$ cat src/rtl/p101_pkg.sv
package p101_pkg;
  localparam int unsigned WORD_W = 32;
  localparam int unsigned GRP_W  = 4;
  localparam int unsigned CNT_W  = $clog2(WORD_W + 1);
  localparam int unsigned GSUM_W = $clog2(GRP_W + 1);
  localparam int unsigned N_GRP  = WORD_W / GRP_W;
endpackage

$ cat src/rtl/p101_flag_detect.sv
module p101_flag_detect #(
  parameter int unsigned WIDTH = 32
) (
  input  logic [WIDTH-1:0] word_i,
  output logic [WIDTH-1:0] flag_o
);
  for (genvar p = 0; p < WIDTH; p++) begin : g_pos
    if (p >= WIDTH - 2) begin : g_top
      // no two bits above: bare 101 match
      assign flag_o[p] = word_i[p] & ~word_i[p-1] & word_i[p-2];
    end else if (p >= 2) begin : g_mid
      // skip when bits above are 10, i.e. our leading 1 ends a higher 101
      assign flag_o[p] = word_i[p] & ~word_i[p-1] & word_i[p-2]
                       & (word_i[p+1] | ~word_i[p+2]);
    end else begin : g_low
      assign flag_o[p] = 1'b0;
    end
  end

  always_comb begin
    for (int p = 0; p + 1 < WIDTH; p++) begin
      assert_no_adjacent_flags_R9: assert (!(flag_o[p] && flag_o[p+1]))
        else $error("adjacent flags at %0d", p);
    end
    for (int p = 0; p + 2 < WIDTH; p++) begin
      assert_no_overlap_R6: assert (!(flag_o[p] && flag_o[p+2]))
        else $error("overlapping flags at %0d", p);
    end
  end
endmodule

$ cat src/rtl/p101_group_count.sv
module p101_group_count #(
  parameter int unsigned GRP   = 4,
  parameter int unsigned SUM_W = $clog2(GRP + 1)
) (
  input  logic [GRP-1:0]   bits_i,
  output logic [SUM_W-1:0] sum_o
);
  always_comb begin
    sum_o = '0;
    for (int i = 0; i < GRP; i++) sum_o = sum_o + SUM_W'(bits_i[i]);
  end

  always_comb begin
    assert_group_range_R1: assert (32'(sum_o) <= GRP)
      else $error("group sum %0d exceeds %0d", sum_o, GRP);
  end
endmodule

$ cat src/rtl/p101_sum_tree.sv
module p101_sum_tree #(
  parameter int unsigned N     = 8,   // power of two
  parameter int unsigned IN_W  = 3,
  parameter int unsigned OUT_W = 6
) (
  input  logic [N*IN_W-1:0] leaves_i,
  output logic [OUT_W-1:0]  sum_o
);
  localparam int unsigned NODES = 2 * N - 1;

  logic [OUT_W-1:0] node [NODES];

  for (genvar i = 0; i < N; i++) begin : g_leaf
    assign node[N-1+i] = OUT_W'(leaves_i[i*IN_W +: IN_W]);
  end

  for (genvar i = 0; i + 1 < N; i++) begin : g_add
    assign node[i] = node[2*i+1] + node[2*i+2];
  end

  assign sum_o = node[0];
endmodule

$ cat src/rtl/p101_counter.sv
module p101_counter
  import p101_pkg::*;
(
  input  logic [WORD_W-1:0] word_i,
  output logic [CNT_W-1:0]  count_o
);
  logic [WORD_W-1:0]       flag;
  logic [N_GRP*GSUM_W-1:0] grp_sum;

  p101_flag_detect #(.WIDTH(WORD_W)) u_detect (
    .word_i (word_i),
    .flag_o (flag)
  );

  for (genvar g = 0; g < N_GRP; g++) begin : g_grp
    p101_group_count #(.GRP(GRP_W), .SUM_W(GSUM_W)) u_grp (
      .bits_i (flag[g*GRP_W +: GRP_W]),
      .sum_o  (grp_sum[g*GSUM_W +: GSUM_W])
    );
  end

  p101_sum_tree #(.N(N_GRP), .IN_W(GSUM_W), .OUT_W(CNT_W)) u_tree (
    .leaves_i (grp_sum),
    .sum_o    (count_o)
  );

  always_comb begin
    assert_count_matches_flags_R1: assert (32'(count_o) == $countones(flag))
      else $error("tree sum %0d vs flags %0d", count_o, $countones(flag));
    assert_count_bound_R9: assert (32'(count_o) <= WORD_W / 3)
      else $error("count %0d above bound", count_o);
  end
endmodule

$ cat config.mk
export PLATFORM = sky130hd
export DESIGN_NAME = p101_counter
export DESIGN_NICKNAME = d
export VERILOG_FILES = /design/src/rtl/p101_pkg.sv /design/src/rtl/p101_flag_detect.sv /design/src/rtl/p101_group_count.sv /design/src/rtl/p101_sum_tree.sv /design/src/rtl/p101_counter.sv
export SDC_FILE = /design/constraint.sdc
export NUM_CORES = 1
export LEC_CHECK = 0
export BUFFER_PORTS_ARGS = -buffer_cell sky130_fd_sc_hd__buf_2
export CAP_MARGIN = 20
export CELL_PAD_IN_SITES_DETAIL_PLACEMENT = 2
export CELL_PAD_IN_SITES_GLOBAL_PLACEMENT = 2
export CORE_MARGIN = 1
export CORE_UTILIZATION = 36
export DETAILED_ROUTE_END_ITERATION = 8
export PLACE_DENSITY = 0.89
export SYNTH_ARGS = -nofsm -noshare
export SYNTH_HDL_FRONTEND = slang
export SYNTH_HIERARCHICAL = 1
export SYNTH_SLANG_ARGS = --single-unit
$ cat constraint.sdc
create_clock -name vclk -period 26.5
set_input_delay 7.95 -clock vclk [all_inputs]
set_output_delay 7.95 -clock vclk [all_outputs]
set_load 0.1 [all_outputs]
==> flow_summary.ini <==
[grt]
grt_max_degree = 6
antenna_found_initial = 0
grt.overflow.total = 0
grt_first_pass_wirelength_mm = 6.50
gr-usage-all-layers_pct = 18.3
grt_pass1_vias = 1488

[power]
p_leak_nw = 1.18
finalPower_uw = 97.5
vdd_drop_max_mv = 0.0408
pwr_density_cell_mw_per_mm2 = 52.9

[setup_path]
path_cells = buf_2 > nand2b_1 > a211oi_1 > inv_1 > fa_1 > inv_1 > ha_1 > ha_1 > fa_1 > fa_1 > inv_1 > fa_1 > inv_1 > ha_1 > inv_1 > fa_1 > nor2b_1 > o21ai_0 > nand2b_1 > buf_2
slowest_delay_ns = 0.53
cp_top_family = adder cells
crit_path_end_kind = primary output
slowest_stage = fa_1
cp_num_buf_inv = 7
required_ns = 18.55
crit_path_start_kind = primary input
path_max_fanout = 4
critPathKind = primary input to primary output
arrival_ns = 12.64

[floorplan]
initial_core_util_pct = 38.6
core_mm2 = 0.00414
dieWidth_um = 68.7
chipHeight_um = 68.7
fp-row-count = 23
boundaryPins = 38
die_area_mm2 = 0.00472

[routing]
dr.pass1.iters = 4
drt-initial-drc-count = 14
vias = 1374
drc = 0
routed_wirelength_mm = 3.92
wl_per_cell_um = 14.1
vias_per_cell = 4.92
ant_nets = 0

[timing]
hold_ws_ns = 16.96
setup_viol = 0
tns_ns = 0
rsz0062_at_grt = no
post-route-period-util_pct = 77.7
max_freq_mhz = 48.6
period_needed_ns = 20.59
finalHoldViolCount = 0
maxSlewViolCount = 0

[placement]
place_congestion = 0.770
dpl.hpwl_mm = 3.81
dp_cells = 279
place_area_mm2 = 0.00184
port_buffers = 38

[logic_synthesis]
yosysSeqAreaShare_pct = 0
syn-instance-count = 192
synth_cell_type_count = 26
netlist_area_mm2 = 0.00160
yosysWarnings = 6
avgSynthCellArea_um2 = 8.34

[finish]
finish.instance_area_mm2 = 0.00184
multi_input_area_mm2 = 0.00135
fin_cells = 279
n_clock_buffer = 0
nNetsFinal = 316
mostFrequentLayoutCell = inv_1
fillCellCount = 523
regArea_um2 = 0
synthToLayoutAreaGrowth_pct = 15.1
seq_cells = 0
drive_gt1_share_pct = 18.8
diodes = 0
final_cell_mix = 64 x inv_1, 38 x buf_2, 33 x ha_1, 20 x fa_1, 13 x nand2b_1

[clock_network]
holdBufCountCts = 0
post_cts_resize_count = 0
cts_setup_buffers = 0

[run]
maxCapViolCount = 0

[status]
outcome = finished clean

[min_path]
min_path_type = primary input to primary output
-- logic make-up after synthesis --
| family | Yosys count | share of synthesized area [%] |
|---|---|---|
| AND/OR/NAND/NOR | 47 | 20.9 |
| AO/OA/AOI/OAI | 19 | 8.91 |
| buffers and inverters | 66 | 15.9 |
| other | 1 | 0.234 |
| XOR/XNOR | 6 | 3.28 |
| adder cells (fa/ha/maj) | 53 | 50.8 |
-- cell type report --
type / count / share of cell area, %
Multi-Input combinational cell: 127 / 73.3
Timing Repair Buffer: 38 / 10.3
Inverter: 64 / 13.0
Tap cell: 50 / 3.39
-- tightest hold or removal path, cell delays in order --
cell and delay [ns]:
buf_2 0.09, nor3_1 0.05, ha_1 0.28, ha_1 0.14, ha_1 0.21, buf_2 0.28
-- synthesized netlist by cell type (3+ instances only) --
library cell	count	area, um^2
a211oi_1	3	22.5
nor2b_1	7	43.8
nor3b_2	3	37.5
nor3b_1	3	22.5
a21o_1	5	37.5
and4b_1	6	60.1
inv_1	64	240
a21oi_1	5	25.0
nand2b_1	13	81.3
xor2_1	4	35.0
ha_1	33	413
o2111a_1	3	33.8
and3_1	7	43.8
fa_1	20	400
-- final timing paths --
path	from	end	slack, ns	depth (start not counted)
setup / recovery	word_i[24]	count_o[5]	5.91	20
hold / removal	word_i[1]	count_o[0]	16.96	6
-- stage by stage --
| stage | worst slack, ns | utilization (%) |
|---|---|---|
| finish | 5.91 | 44.5 |
| global route | 5.58 | 44.5 |
| CTS | 5.85 | 44.5 |
| detailed placement | 5.86 | 44.5 |
| global placement | 6.00 | 44.5 |
| floorplan | 5.40 | - |
-- power breakdown --
part           internal [mW]  switching, mW
Clock                      0              0
Sequential                 0              0
Combinational         0.0207         0.0769
-- layer usage --
| metal | up-vias | part of all wire, % | track usage [%] |
|---|---|---|---|
| met5 | - | 0 | 0 |
| met4 | 0 | 0 | 0 |
| met3 | 0 | 1.7 | 0 |
| met2 | 21 | 58 | 40.1 |
| met1 | 676 | 41 | 20.2 |
| li1 | 677 | - | - |
No activity file was read; power rests on OpenSTA's default activity.
